### src/rtl/bps_pkg.sv
package bps_pkg;
    typedef enum logic [2:0] {
        ST_IDLE,
        ST_CLR_MAGIC,
        ST_EVAL,
        ST_WAIT_FULL,
        ST_WAIT_PART
    } bps_state_e;

    typedef enum logic [1:0] {
        PK_SERIAL,
        PK_FULL,
        PK_RESUME,
        PK_SECOND
    } bps_pick_e;

    localparam int N_PATH = 4;
    localparam int P_SERIAL = 0;
    localparam int P_NORMAL = 1;
    localparam int P_RESUME = 2;
    localparam int P_SECOND = 3;
endpackage

### src/rtl/bps_classify.sv
module bps_classify
    import bps_pkg::*;
#(
    parameter int          W            = 32,
    parameter int          SEL_W        = 8,
    parameter logic [7:0]  SERIAL_CODE  = 8'hFF,
    parameter logic [31:0] MAGIC_RESUME = 32'hCA7F_ACE0,
    parameter logic [31:0] MAGIC_SECOND = 32'hCA7F_ACE1
) (
    input  logic [W-1:0] mode_word,
    input  logic [W-1:0] magic_word,
    output bps_pick_e    pick
);
    localparam logic [SEL_W-1:0] SER_V = SEL_W'(SERIAL_CODE);
    localparam logic [W-1:0]     RES_V = W'(MAGIC_RESUME);
    localparam logic [W-1:0]     SEC_V = W'(MAGIC_SECOND);

    always_comb begin
        if (mode_word[SEL_W-1:0] == SER_V) begin
            pick = PK_SERIAL;
        end else if (magic_word == RES_V) begin
            pick = PK_RESUME;
        end else if (magic_word == SEC_V) begin
            pick = PK_SECOND;
        end else begin
            pick = PK_FULL;
        end
    end
endmodule

### src/rtl/bps_seq.sv
module bps_seq
    import bps_pkg::*;
#(
    parameter int          W            = 32,
    parameter int          DEV_W        = 8,
    parameter int          DEV_LSB      = 8,
    parameter logic [31:0] NORMAL_ENTRY = 32'h0000_1000
) (
    input  logic              clk,
    input  logic              rst_n,
    input  logic              start,
    input  logic              cold_boot,
    input  bps_pick_e         pick,
    input  logic [DEV_W-1:0]  boot_dev,
    input  logic [W-1:0]      mode_word,
    input  logic [W-1:0]      branch_word,
    input  logic              mem_done,
    output logic              busy,
    output logic              mode_we,
    output logic [W-1:0]      mode_wdata,
    output logic              magic_we,
    output logic [W-1:0]      magic_wdata,
    output logic              mem_full_req,
    output logic              mem_part_req,
    output logic [N_PATH-1:0] path,
    output logic [W-1:0]      jump_addr
);
    typedef struct packed {
        bps_state_e        st;
        logic [N_PATH-1:0] path;
        logic [W-1:0]      jump;
    } seq_t;

    seq_t reg_d, reg_q;

    always_comb begin
        reg_d       = reg_q;
        reg_d.path  = '0;
        mode_we     = 1'b0;
        mode_wdata  = mode_word;
        magic_we    = 1'b0;
        magic_wdata = '0;
        unique case (reg_q.st)
            ST_IDLE: begin
                if (start) reg_d.st = cold_boot ? ST_CLR_MAGIC : ST_EVAL;
            end
            ST_CLR_MAGIC: begin
                magic_we = 1'b1;
                reg_d.st = ST_EVAL;
            end
            ST_EVAL: begin
                mode_we = 1'b1;
                if (pick == PK_SERIAL) begin
                    mode_wdata           = '0;
                    reg_d.path[P_SERIAL] = 1'b1;
                    reg_d.jump           = '0;
                    reg_d.st             = ST_IDLE;
                end else begin
                    mode_wdata[DEV_LSB +: DEV_W] = boot_dev;
                    unique case (pick)
                        PK_SECOND: begin
                            reg_d.path[P_SECOND] = 1'b1;
                            reg_d.jump           = branch_word;
                            reg_d.st             = ST_IDLE;
                        end
                        PK_RESUME: begin
                            reg_d.jump = branch_word;
                            reg_d.st   = ST_WAIT_PART;
                        end
                        default: begin
                            reg_d.jump = W'(NORMAL_ENTRY);
                            reg_d.st   = ST_WAIT_FULL;
                        end
                    endcase
                end
            end
            ST_WAIT_FULL: begin
                if (mem_done) begin
                    reg_d.path[P_NORMAL] = 1'b1;
                    reg_d.st             = ST_IDLE;
                end
            end
            ST_WAIT_PART: begin
                if (mem_done) begin
                    reg_d.path[P_RESUME] = 1'b1;
                    reg_d.st             = ST_IDLE;
                end
            end
            default: reg_d.st = ST_IDLE;
        endcase
    end

    always_ff @(posedge clk or negedge rst_n) begin
        if (!rst_n) begin
            reg_q <= '{st: ST_IDLE, path: '0, jump: '0};
        end else begin
            reg_q <= reg_d;
        end
    end

    assign busy         = (reg_q.st != ST_IDLE);
    assign mem_full_req = (reg_q.st == ST_WAIT_FULL);
    assign mem_part_req = (reg_q.st == ST_WAIT_PART);
    assign path         = reg_q.path;
    assign jump_addr    = reg_q.jump;

    // a cold start clears the magic word on the next cycle
    a_r1_cold_clear: assert property (@(posedge clk) disable iff (!rst_n)
        (!busy && start && cold_boot) |=> (magic_we && magic_wdata == '0));
    // a warm start leaves the magic word alone
    a_r10_warm_keep: assert property (@(posedge clk) disable iff (!rst_n)
        (!busy && start && !cold_boot) |=> !magic_we);
    // the serial pulse follows a full clear of the mode word
    a_r2_serial_cleared: assert property (@(posedge clk) disable iff (!rst_n)
        path[P_SERIAL] |-> $past(mode_we && mode_wdata == '0));
    // the normal path pulses only after full bring-up completes
    a_r5_normal_after_done: assert property (@(posedge clk) disable iff (!rst_n)
        path[P_NORMAL] |-> $past(mem_full_req && mem_done));
    // the resume path pulses only after partial bring-up completes
    a_r6_resume_after_done: assert property (@(posedge clk) disable iff (!rst_n)
        path[P_RESUME] |-> $past(mem_part_req && mem_done));
    // secondary release carries the branch word and needs no bring-up
    a_r7_second_target: assert property (@(posedge clk) disable iff (!rst_n)
        path[P_SECOND] |-> (jump_addr == $past(branch_word)
                            && !$past(mem_full_req) && !$past(mem_part_req)));
    // path outputs are one-hot and last a single cycle
    a_r9_onehot: assert property (@(posedge clk) disable iff (!rst_n)
        $onehot0(path));
    a_r9_single: assert property (@(posedge clk) disable iff (!rst_n)
        (path != '0) |=> (path == '0));
    // a bring-up request holds until done is seen
    a_r9_req_hold: assert property (@(posedge clk) disable iff (!rst_n)
        (mem_full_req && !mem_done) |=> mem_full_req);
endmodule

### src/rtl/boot_path_sel.sv
module boot_path_sel
    import bps_pkg::*;
#(
    parameter int          W            = 32,
    parameter int          SEL_W        = 8,
    parameter int          DEV_W        = 8,
    parameter int          DEV_LSB      = 8,
    parameter logic [7:0]  SERIAL_CODE  = 8'hFF,
    parameter logic [31:0] MAGIC_RESUME = 32'hCA7F_ACE0,
    parameter logic [31:0] MAGIC_SECOND = 32'hCA7F_ACE1,
    parameter logic [31:0] NORMAL_ENTRY = 32'h0000_1000
) (
    input  logic             clk,
    input  logic             rst_n,
    input  logic             start,
    input  logic             cold_boot,
    input  logic [DEV_W-1:0] boot_dev,
    input  logic [W-1:0]     mode_word,
    input  logic [W-1:0]     magic_word,
    input  logic [W-1:0]     branch_word,
    input  logic             mem_done,
    output logic             mode_we,
    output logic [W-1:0]     mode_wdata,
    output logic             magic_we,
    output logic [W-1:0]     magic_wdata,
    output logic             mem_full_req,
    output logic             mem_part_req,
    output logic             path_serial,
    output logic             path_normal,
    output logic             path_resume,
    output logic             path_secondary,
    output logic [W-1:0]     jump_addr,
    output logic             busy
);
    bps_pick_e         pick;
    logic [N_PATH-1:0] path_vec;

    bps_classify #(
        .W(W), .SEL_W(SEL_W), .SERIAL_CODE(SERIAL_CODE),
        .MAGIC_RESUME(MAGIC_RESUME), .MAGIC_SECOND(MAGIC_SECOND)
    ) u_classify (
        .mode_word (mode_word),
        .magic_word(magic_word),
        .pick      (pick)
    );

    bps_seq #(
        .W(W), .DEV_W(DEV_W), .DEV_LSB(DEV_LSB), .NORMAL_ENTRY(NORMAL_ENTRY)
    ) u_seq (
        .clk         (clk),
        .rst_n       (rst_n),
        .start       (start),
        .cold_boot   (cold_boot),
        .pick        (pick),
        .boot_dev    (boot_dev),
        .mode_word   (mode_word),
        .branch_word (branch_word),
        .mem_done    (mem_done),
        .busy        (busy),
        .mode_we     (mode_we),
        .mode_wdata  (mode_wdata),
        .magic_we    (magic_we),
        .magic_wdata (magic_wdata),
        .mem_full_req(mem_full_req),
        .mem_part_req(mem_part_req),
        .path        (path_vec),
        .jump_addr   (jump_addr)
    );

    assign path_serial    = path_vec[P_SERIAL];
    assign path_normal    = path_vec[P_NORMAL];
    assign path_resume    = path_vec[P_RESUME];
    assign path_secondary = path_vec[P_SECOND];
endmodule

### config.mk
export PLATFORM = sky130hd
export DESIGN_NAME = boot_path_sel
export DESIGN_NICKNAME = d
export VERILOG_FILES = /design/src/rtl/bps_pkg.sv /design/src/rtl/bps_classify.sv /design/src/rtl/bps_seq.sv /design/src/rtl/boot_path_sel.sv
export SDC_FILE = /design/constraint.sdc
export NUM_CORES = 1
export LEC_CHECK = 0
export ABC_CLOCK_PERIOD_IN_PS = 2300
export CAP_MARGIN = 20
export CORE_UTILIZATION = 31
export DETAILED_ROUTE_END_ITERATION = 16
export GPL_ROUTABILITY_DRIVEN = 0
export MAX_ROUTING_LAYER = met4
export PLACE_DENSITY = 0.81
export SLEW_MARGIN = 0
export SYNTH_ARGS = -nofsm -noshare
export SYNTH_HDL_FRONTEND = slang
export SYNTH_SLANG_ARGS = --single-unit
### constraint.sdc
create_clock -name clk -period 2.3 [get_ports clk]
set_input_delay 0.46 -clock clk [delete_from_list [all_inputs] [get_ports clk]]
set_output_delay 0.46 -clock clk [all_outputs]
set_load 0.02 [all_outputs]
==> results.cfg, run 1 <==
[status]
outcome = finished clean

[clocking]
cts_buffers = 5
clock_sinks = 39
cts_hold_repair.buffers = 0
cts.clk_slew.worst_paths_ns = 0.08
cts_root_buf = clkbuf_8
ctsHtreeMaxLevel = 2
cts_tree = built
clockBufferDepth = 2
clock_latency_ns = 0.28

[synthesis]
synth_top_area_share_pct = 41.9
synth_cell_types = 35
synth_top_area_cell = dfrtp_1
yosysWarnings = 0
synthCells = 222
syn_area_um2 = 2330
synth_edf_count = 0
ys_ff_latch = 39
synth_area_leaders = dfrtp_1 42%, buf_4 21%, a22o_1 15%, nor2b_1 6.7%, buf_6 1.9%
synth-seq-area-share_pct = 41.9
synth.avg_cell_area_um2 = 10.5
yosys_most_used_dff = dfrtp_1
async_reset_ff_share_pct = 100

[floorplanning]
fp-row-count = 31
die_h_um = 88.7
fp.dieArea_um2 = 7870
die_w_um = 88.7
io_pins = 214
core_um2 = 7250
start_util_pct = 32.1

[layout]
drive_above_1_share_pct = 17.8
final_common_cell = clkdlybuf4s50_1
finish.instance_area_um2 = 4070
fin_nets = 495
final_cell_mix = 138 x clkdlybuf4s50_1, 39 x a22o_1, 39 x dfrtp_1
area_delta_synth_final_pct = 74.8
fillerInstances = 641
diodes = 0

[sta]
skew_ns = 0.00285
max_freq_mhz = 453
max_slew.worst_pin.slew_ns = 0.857
period_share_pct = 96.0
max_slew_margin_pct = 42.9
finalSetupViolCount = 0
hold_violations = 0
period_needed_ns = 2.21
report.final.slew_viol_count = 0
rsz0062_at_grt = no
hold-worst-slack_ns = 0.287

[place]
place_area_um2 = 3940
portBuffers = 181
dp_hpwl_um = 6090

[route]
drtPass1Iterations = 4
drt_wl_total_um = 7800
detail_route.wl_per_cell_um = 16.0
antenna_left = 0
drc_errors = 0
drt_iter0_drc = 85
vias = 2190
via_per_inst = 4.51

[global_route]
antenna_found_initial = 0
grtUsageMet1_pct = 21.4
grt_max_degree = 40
grt_pass1_wl_um = 11400
busiest_layer = met2
track_usage_pct = 20.1
grt_pass1_vias = 2279
grt_remaining_overflow = 0
met2_usage_pct = 38.0
grt.met3_usage_pct = 4.10

[setup_path]
startpoint = u_seq.reg_q[36]$_DFFE_PN0P_
worstSetupEndpoint = busy
path_class = reg -> out
critPathLaunchType = flop
crit_fanout = 7
rrSetupSlack_ns = 0.49
rr_startpoint = u_seq.reg_q[38]$_DFFE_PN0P_
rr_worst_depth = 8
r2r-end = u_seq.jump_addr[9]$_DFFE_PN0P_
worstPathArrival_ns = 1.75
critPathRequiredTime_ns = 1.84
end_kind = primary output

[power_and_ir_drop]
p_total_w = 0.00253
power_density_nw_per_um2 = 622
power_leakage_nw = 1.88
irDropWorstVdd_mv = 0.351

[worst_hold_path]
hold_class = in -> async

[flow_run]
cap_violations = 0
## registers in the layout, summed over array words and instances (netlist names)
signal,count
u_seq.reg_q,3
u_seq.path,4
u_seq.jump_addr,32
## Yosys cell counts, types with 4 or more instances
cell type,instances
nor2b_1,25
nand4_1,5
clkbuf_1,7
dfrtp_1,39
nor2_1,5
a22o_1,39
buf_6,4
buf_4,64
## where the power goes
group          leakage (nW)  switching (W)  internal, W
clock network        0.0612       0.000224     0.000351
registers             0.537      0.0000138     0.000717
logic                  1.28       0.000658     0.000569
total                  1.88       0.000896      0.00164
## layer usage
metal | part of all wire (%) | vias to the layer above
met4 | 1.3 | 0
met1 | 37 | 1045
li1 | - | 1015
met3 | 7.1 | 10
met5 | 0 | -
met2 | 54 | 120
## cell families (layout without fill, tap and decap cells)
group,after synthesis,count (layout),synth area share [%]
DFF,39,39,41.9
buffers and inverters,77,210,24.0
and+or+nand+nor,56,56,16.2
AOI/OAI and AO/OA,49,50,17.8
other,1,32,0.161
## per-stage QoR
| stage | utilization [%] | cells | TNS, ns | setup slack, ns |
|---|---|---|---|---|
| after detailed placement | 54.3 | 471 | -12.45 | -0.409 |
| final | 56.2 | 486 | 0 | 0.0913 |
| after floorplan | - | 253 | 0 | 0.242 |
| after global routing | 56.2 | 486 | 0 | 0.00896 |
| after global placement | 54.3 | 471 | -10.77 | -0.353 |
| after CTS | 56.1 | 486 | 0 | 0.00712 |
## timing repair
action / 4_1_cts / 5_1_grt
setup buffers: 4 / 0
setup endpoints to repair: 32 / 17
cloned: 3 / 0
pin swaps: 5 / 1
gates resized for setup: 134 / 3
## worst min-delay path by stage
stage	endpoint	slack [ns]	cells after the start
after detailed placement	u_seq.jump_addr[8]$_DFFE_PN0P_	0.49	1
after global routing	u_seq.jump_addr[28]$_DFFE_PN0P_	0.37	1
after floorplan	u_seq.jump_addr[0]$_DFFE_PN0P_	0.16	0
after CTS	u_seq.jump_addr[23]$_DFFE_PN0P_	0.31	1
after global placement	u_seq.jump_addr[13]$_DFFE_PN0P_	0.49	1
final	u_seq.jump_addr[14]$_DFFE_PN0P_	0.29	1
## area by class of cell
| type | instances | area [um2] | area share (%) |
|---|---|---|---|
| timing repair buffer | 200 | 1910 | 46.8 |
| sequential | 39 | 976 | 24.0 |
| multi-input combinational | 138 | 942 | 23.1 |
| tap | 99 | 124 | 3.04 |
| clock buffer | 6 | 82.6 | 2.03 |
| clock inverter | 2 | 35.0 | 0.860 |
| inverter | 2 | 8.76 | 0.215 |
## critical path, cell delays in order (launching register included)
cell	delay, ns
dfrtp_1	0.38
buf_4	0.15
or3_1	0.38
clkdlybuf4s50_1	0.56
(Power assumes the default switching activity.)
==> inputs of run 2 (changes only) <==
--- a/config.mk
+++ b/config.mk
@@ -9,7 +9,6 @@
 export CAP_MARGIN = 20
 export CORE_UTILIZATION = 31
 export DETAILED_ROUTE_END_ITERATION = 16
-export GPL_ROUTABILITY_DRIVEN = 0
 export MAX_ROUTING_LAYER = met4
 export PLACE_DENSITY = 0.81
 export SLEW_MARGIN = 0
==> results of run 2 <==
Same layout as run 1: the final DEF is identical, and so are final timing and power.
==> inputs of run 3 (changes only) <==
--- a/config.mk
+++ b/config.mk
@@ -7,11 +7,15 @@
 export LEC_CHECK = 0
 export ABC_CLOCK_PERIOD_IN_PS = 2300
 export CAP_MARGIN = 20
-export CORE_UTILIZATION = 31
+export CELL_PAD_IN_SITES_DETAIL_PLACEMENT = 2
+export CELL_PAD_IN_SITES_GLOBAL_PLACEMENT = 2
+export CORE_UTILIZATION = 16
 export DETAILED_ROUTE_END_ITERATION = 16
 export MAX_ROUTING_LAYER = met4
-export PLACE_DENSITY = 0.81
+export PLACE_DENSITY_LB_ADDON = 0.1
+export SKIP_CTS_REPAIR_TIMING = 1
 export SLEW_MARGIN = 0
 export SYNTH_ARGS = -nofsm -noshare
 export SYNTH_HDL_FRONTEND = slang
+export SYNTH_HIERARCHICAL = 1
 export SYNTH_SLANG_ARGS = --single-unit
==> run 3 against run 2 <==
Effect of this change: the run now ends with setup timing left; non-clock buffer count up 5; via count up 18%; synthesized cell count up 40%; synthesized area up 9.8%; combinational power up 36%; fmax down 15%; die area up 110%; final area up 22%; clock-buffer cell count down 1; cell count up 40%; worst hold slack better by 0.18 ns; critical endpoint is now mode_wdata[30]; largest power group unchanged.
==> results.cfg, run 3 <==
[place]
portBuffers = 181
place_congestion = 0.770
dp_hpwl_um = 8150
place_area_um2 = 4390

[power_and_ir_drop]
p_switching_w = 0.00119
power_leakage_nw = 2.56
irDropWorstVdd_mv = 0.313
switching_share_pct = 37.2
power.share.sequential_pct = 22.8
internal_power_w = 0.00201
power_frac_comb_pct = 51.9
power_density_nw_per_um2 = 645
pwr-share-clk_pct = 25.2

[floorplanning]
fp-row-count = 45
core_um2 = 15400
die_w_um = 128
io_pins = 214
fp.dieArea_um2 = 16500
die_h_um = 128
start_util_pct = 16.6

[synthesis]
syn_area_um2 = 2560
yosysMostFrequentCell = nand2_1
synth_cell_types = 32
async_reset_ff_share_pct = 100
ys_ff_latch = 39
yosysWarnings = 6
synthCells = 310
synth_top_area_share_pct = 38.1
synth_top_area_cell = dfrtp_1
synth_edf_count = 0
synth.avg_cell_area_um2 = 8.26
synthTopCellsByCount = 82 x nand2_1, 69 x buf_4, 39 x dfrtp_1
synth_area_leaders = dfrtp_1 38%, buf_4 20%, nand2_1 12%, and2_4 6.8%, nand3_1 6.1%
synth-seq-area-share_pct = 38.1
yosys_most_used_dff = dfrtp_1

[sta]
period_needed_ns = 2.59
max_freq_mhz = 386
finalSetupTns_ns = -7.89
finalSetupViolCount = 32
hold_violations = 0
report.final.slew_viol_count = 0
rsz0062_at_grt = yes
period_share_pct = 113
skew_ns = 0.00858
worst_slack_ns = -0.292

[clocking]
clock_sinks = 39
cts_buffers = 5
cts.clk_slew.worst_paths_ns = 0.06
ctsHtreeMaxLevel = 2
cts_root_buf = clkbuf_16
cts_tree = built
clockBufferDepth = 2
clock_latency_ns = 0.28

[route]
wl_met1_um = 4020
highest_layer = met4
wl_met2_um = 5880
detail_route.wl_per_cell_um = 15.7
drt_wl_total_um = 10700
drtPass1Iterations = 2
dr_wl_met3_um = 676
vias = 2574
via_per_inst = 3.78
drc_errors = 0
antenna_left = 0
drt_iter0_drc = 26

[setup_path]
path_class = in -> out
cpMostUsedCell = buf_6
critPathRequiredTime_ns = 1.84
crit_fanout = 7
critPathLaunchType = input pin
worstPathArrival_ns = 2.13
slowest_delay_ns = 0.41
crit_chain = buf_6 > nand4bb_4 > nor4_4 > a31oi_2 > or3_4 > clkbuf_16 > and2_4 > buf_6
crit_slowest_cell = or3_4
end_kind = primary output

[layout]
diodes = 0
finish.instance_area_um2 = 4970
drive_above_1_share_pct = 24.7
final_common_cell = clkdlybuf4s50_1
final_cell_mix = 108 x clkdlybuf4s50_1, 82 x nand2_1, 39 x dfrtp_1
fin_nets = 578
area_delta_synth_final_pct = 94.2
largest_reg_flops = 32

[global_route]
grt_remaining_overflow = 0
grt_max_degree = 42
grt_pass1_wl_um = 15000
track_usage_pct = 12.5
antenna_found_initial = 0
grt_pass1_vias = 2681

[flow_run]
cap_violations = 0

[status]
violations = setup timing
outcome = finished with violations

[worst_hold_path]
hold_class = reg -> reg
==> run 3: cell types whose count changed in the layout (fill, tap and decap cells not counted), moves of 6 or more <==
| cell | previous run | this run |
|---|---|---|
| a21oi_4 | 0 | 8 |
| a22o_1 | 39 | 0 |
| and2_4 | 0 | 24 |
| buf_2 | 18 | 1 |
| buf_6 | 5 | 33 |
| clkbuf_16 | 0 | 8 |
| clkbuf_8 | 6 | 0 |
| clkdlybuf4s15_2 | 14 | 0 |
| clkdlybuf4s50_1 | 138 | 108 |
| dlygate4sd2_1 | 8 | 0 |
| dlymetal6s2s_1 | 2 | 35 |
| nand2_1 | 2 | 82 |
| nand3_1 | 0 | 31 |
| nor2b_1 | 25 | 1 |
==> run 3: logic make-up (layout without fill, tap and decap cells) <==
group / after synthesis / after routing / share of synthesized area (%)
other: 1 / 32 / 0.146
and+or+nand+nor: 165 / 165 / 34.1
AOI/OAI and AO/OA: 16 / 16 / 3.71
DFF: 39 / 39 / 38.1
buffers and inverters: 89 / 218 / 23.9
==> run 3: through the flow <==
| stage | std cells | hold slack, ns | total power (W) | util [%] | worst slack [ns] |
|---|---|---|---|---|---|
| 5_1_grt | 681 | 0.498 | 0.00341 | 32.2 | -0.369 |
| 2_1_floorplan | 341 | 0.164 | 0.00159 | - | -0.0101 |
| 3_3_place_gp | 664 | 0.301 | 0.00229 | 28.4 | -1.06 |
| 6_report | 681 | 0.464 | 0.00321 | 32.2 | -0.292 |
| 3_5_place_dp | 664 | 0.301 | 0.00228 | 28.4 | -1.11 |
| 4_1_cts | 672 | -0.00645 | 0.00313 | 29.5 | -1.13 |
==> run 3: power groups by stage <==
stage	Combinational, W	Clock (W)	Sequential (W)
2_1_floorplan	0.000843	0	0.000748
5_1_grt	0.00180	0.000878	0.000735
4_1_cts	0.00154	0.000853	0.000731
3_3_place_gp	0.00154	0	0.000743
3_5_place_dp	0.00153	0	0.000743
6_report	0.00167	0.000810	0.000732
==> run 3: worst max-delay path: cells and delay by family <==
| family | cells | cell delay, ns |
|---|---|---|
| AND/OR/NAND/NOR | 4 | 1.10 |
| AO/OA/AOI/OAI | 1 | 0.13 |
| buffers and inverters | 3 | 0.42 |
==> run 3: cell type report <==
| type | instances | area [um2] |
|---|---|---|
| clock inverters | 3 | 43.8 |
| well taps | 211 | 264 |
| flip-flops and latches | 39 | 976 |
| repair buffers | 205 | 2200 |
| repair inverters | 1 | 16.3 |
| fillers | 1728 | 10500 |
| clock buffers | 5 | 125 |
| multi-input cells | 213 | 1310 |
| inverters | 4 | 41.3 |
==> run 3: path summary, 6_finish.rpt <==
check / startpoint / endpoint / slack, ns / cells past startpoint
setup / recovery: magic_word[2] / mode_wdata[30] / -0.29 / 8
hold / removal: u_seq/jump_addr[7]$_DFFE_PN0N_ / u_seq/jump_addr[7]$_DFFE_PN0N_ / 0.46 / 2
setup reg to reg: u_seq/reg_q[36]$_DFFE_PN0P_ / u_seq/path[0]$_DFF_PN0_ / 0.54 / 6
hold reg to reg: u_seq/jump_addr[7]$_DFFE_PN0N_ / u_seq/jump_addr[7]$_DFFE_PN0N_ / 0.46 / 2
max in group asynchronous: rst_n / u_seq/jump_addr[21]$_DFFE_PN0N_ / 1.27 / 3
min in group asynchronous: rst_n / u_seq/jump_addr[8]$_DFFE_PN0N_ / 0.54 / 2
==> run 3: metal layers <==
layer / track usage, % / vias to the layer above
li1: - / 1217
met1: 13.1 / 1245
met2: 23.1 / 104
met3: 3.33 / 8
met4: 2.91 / 0
met5: - / -
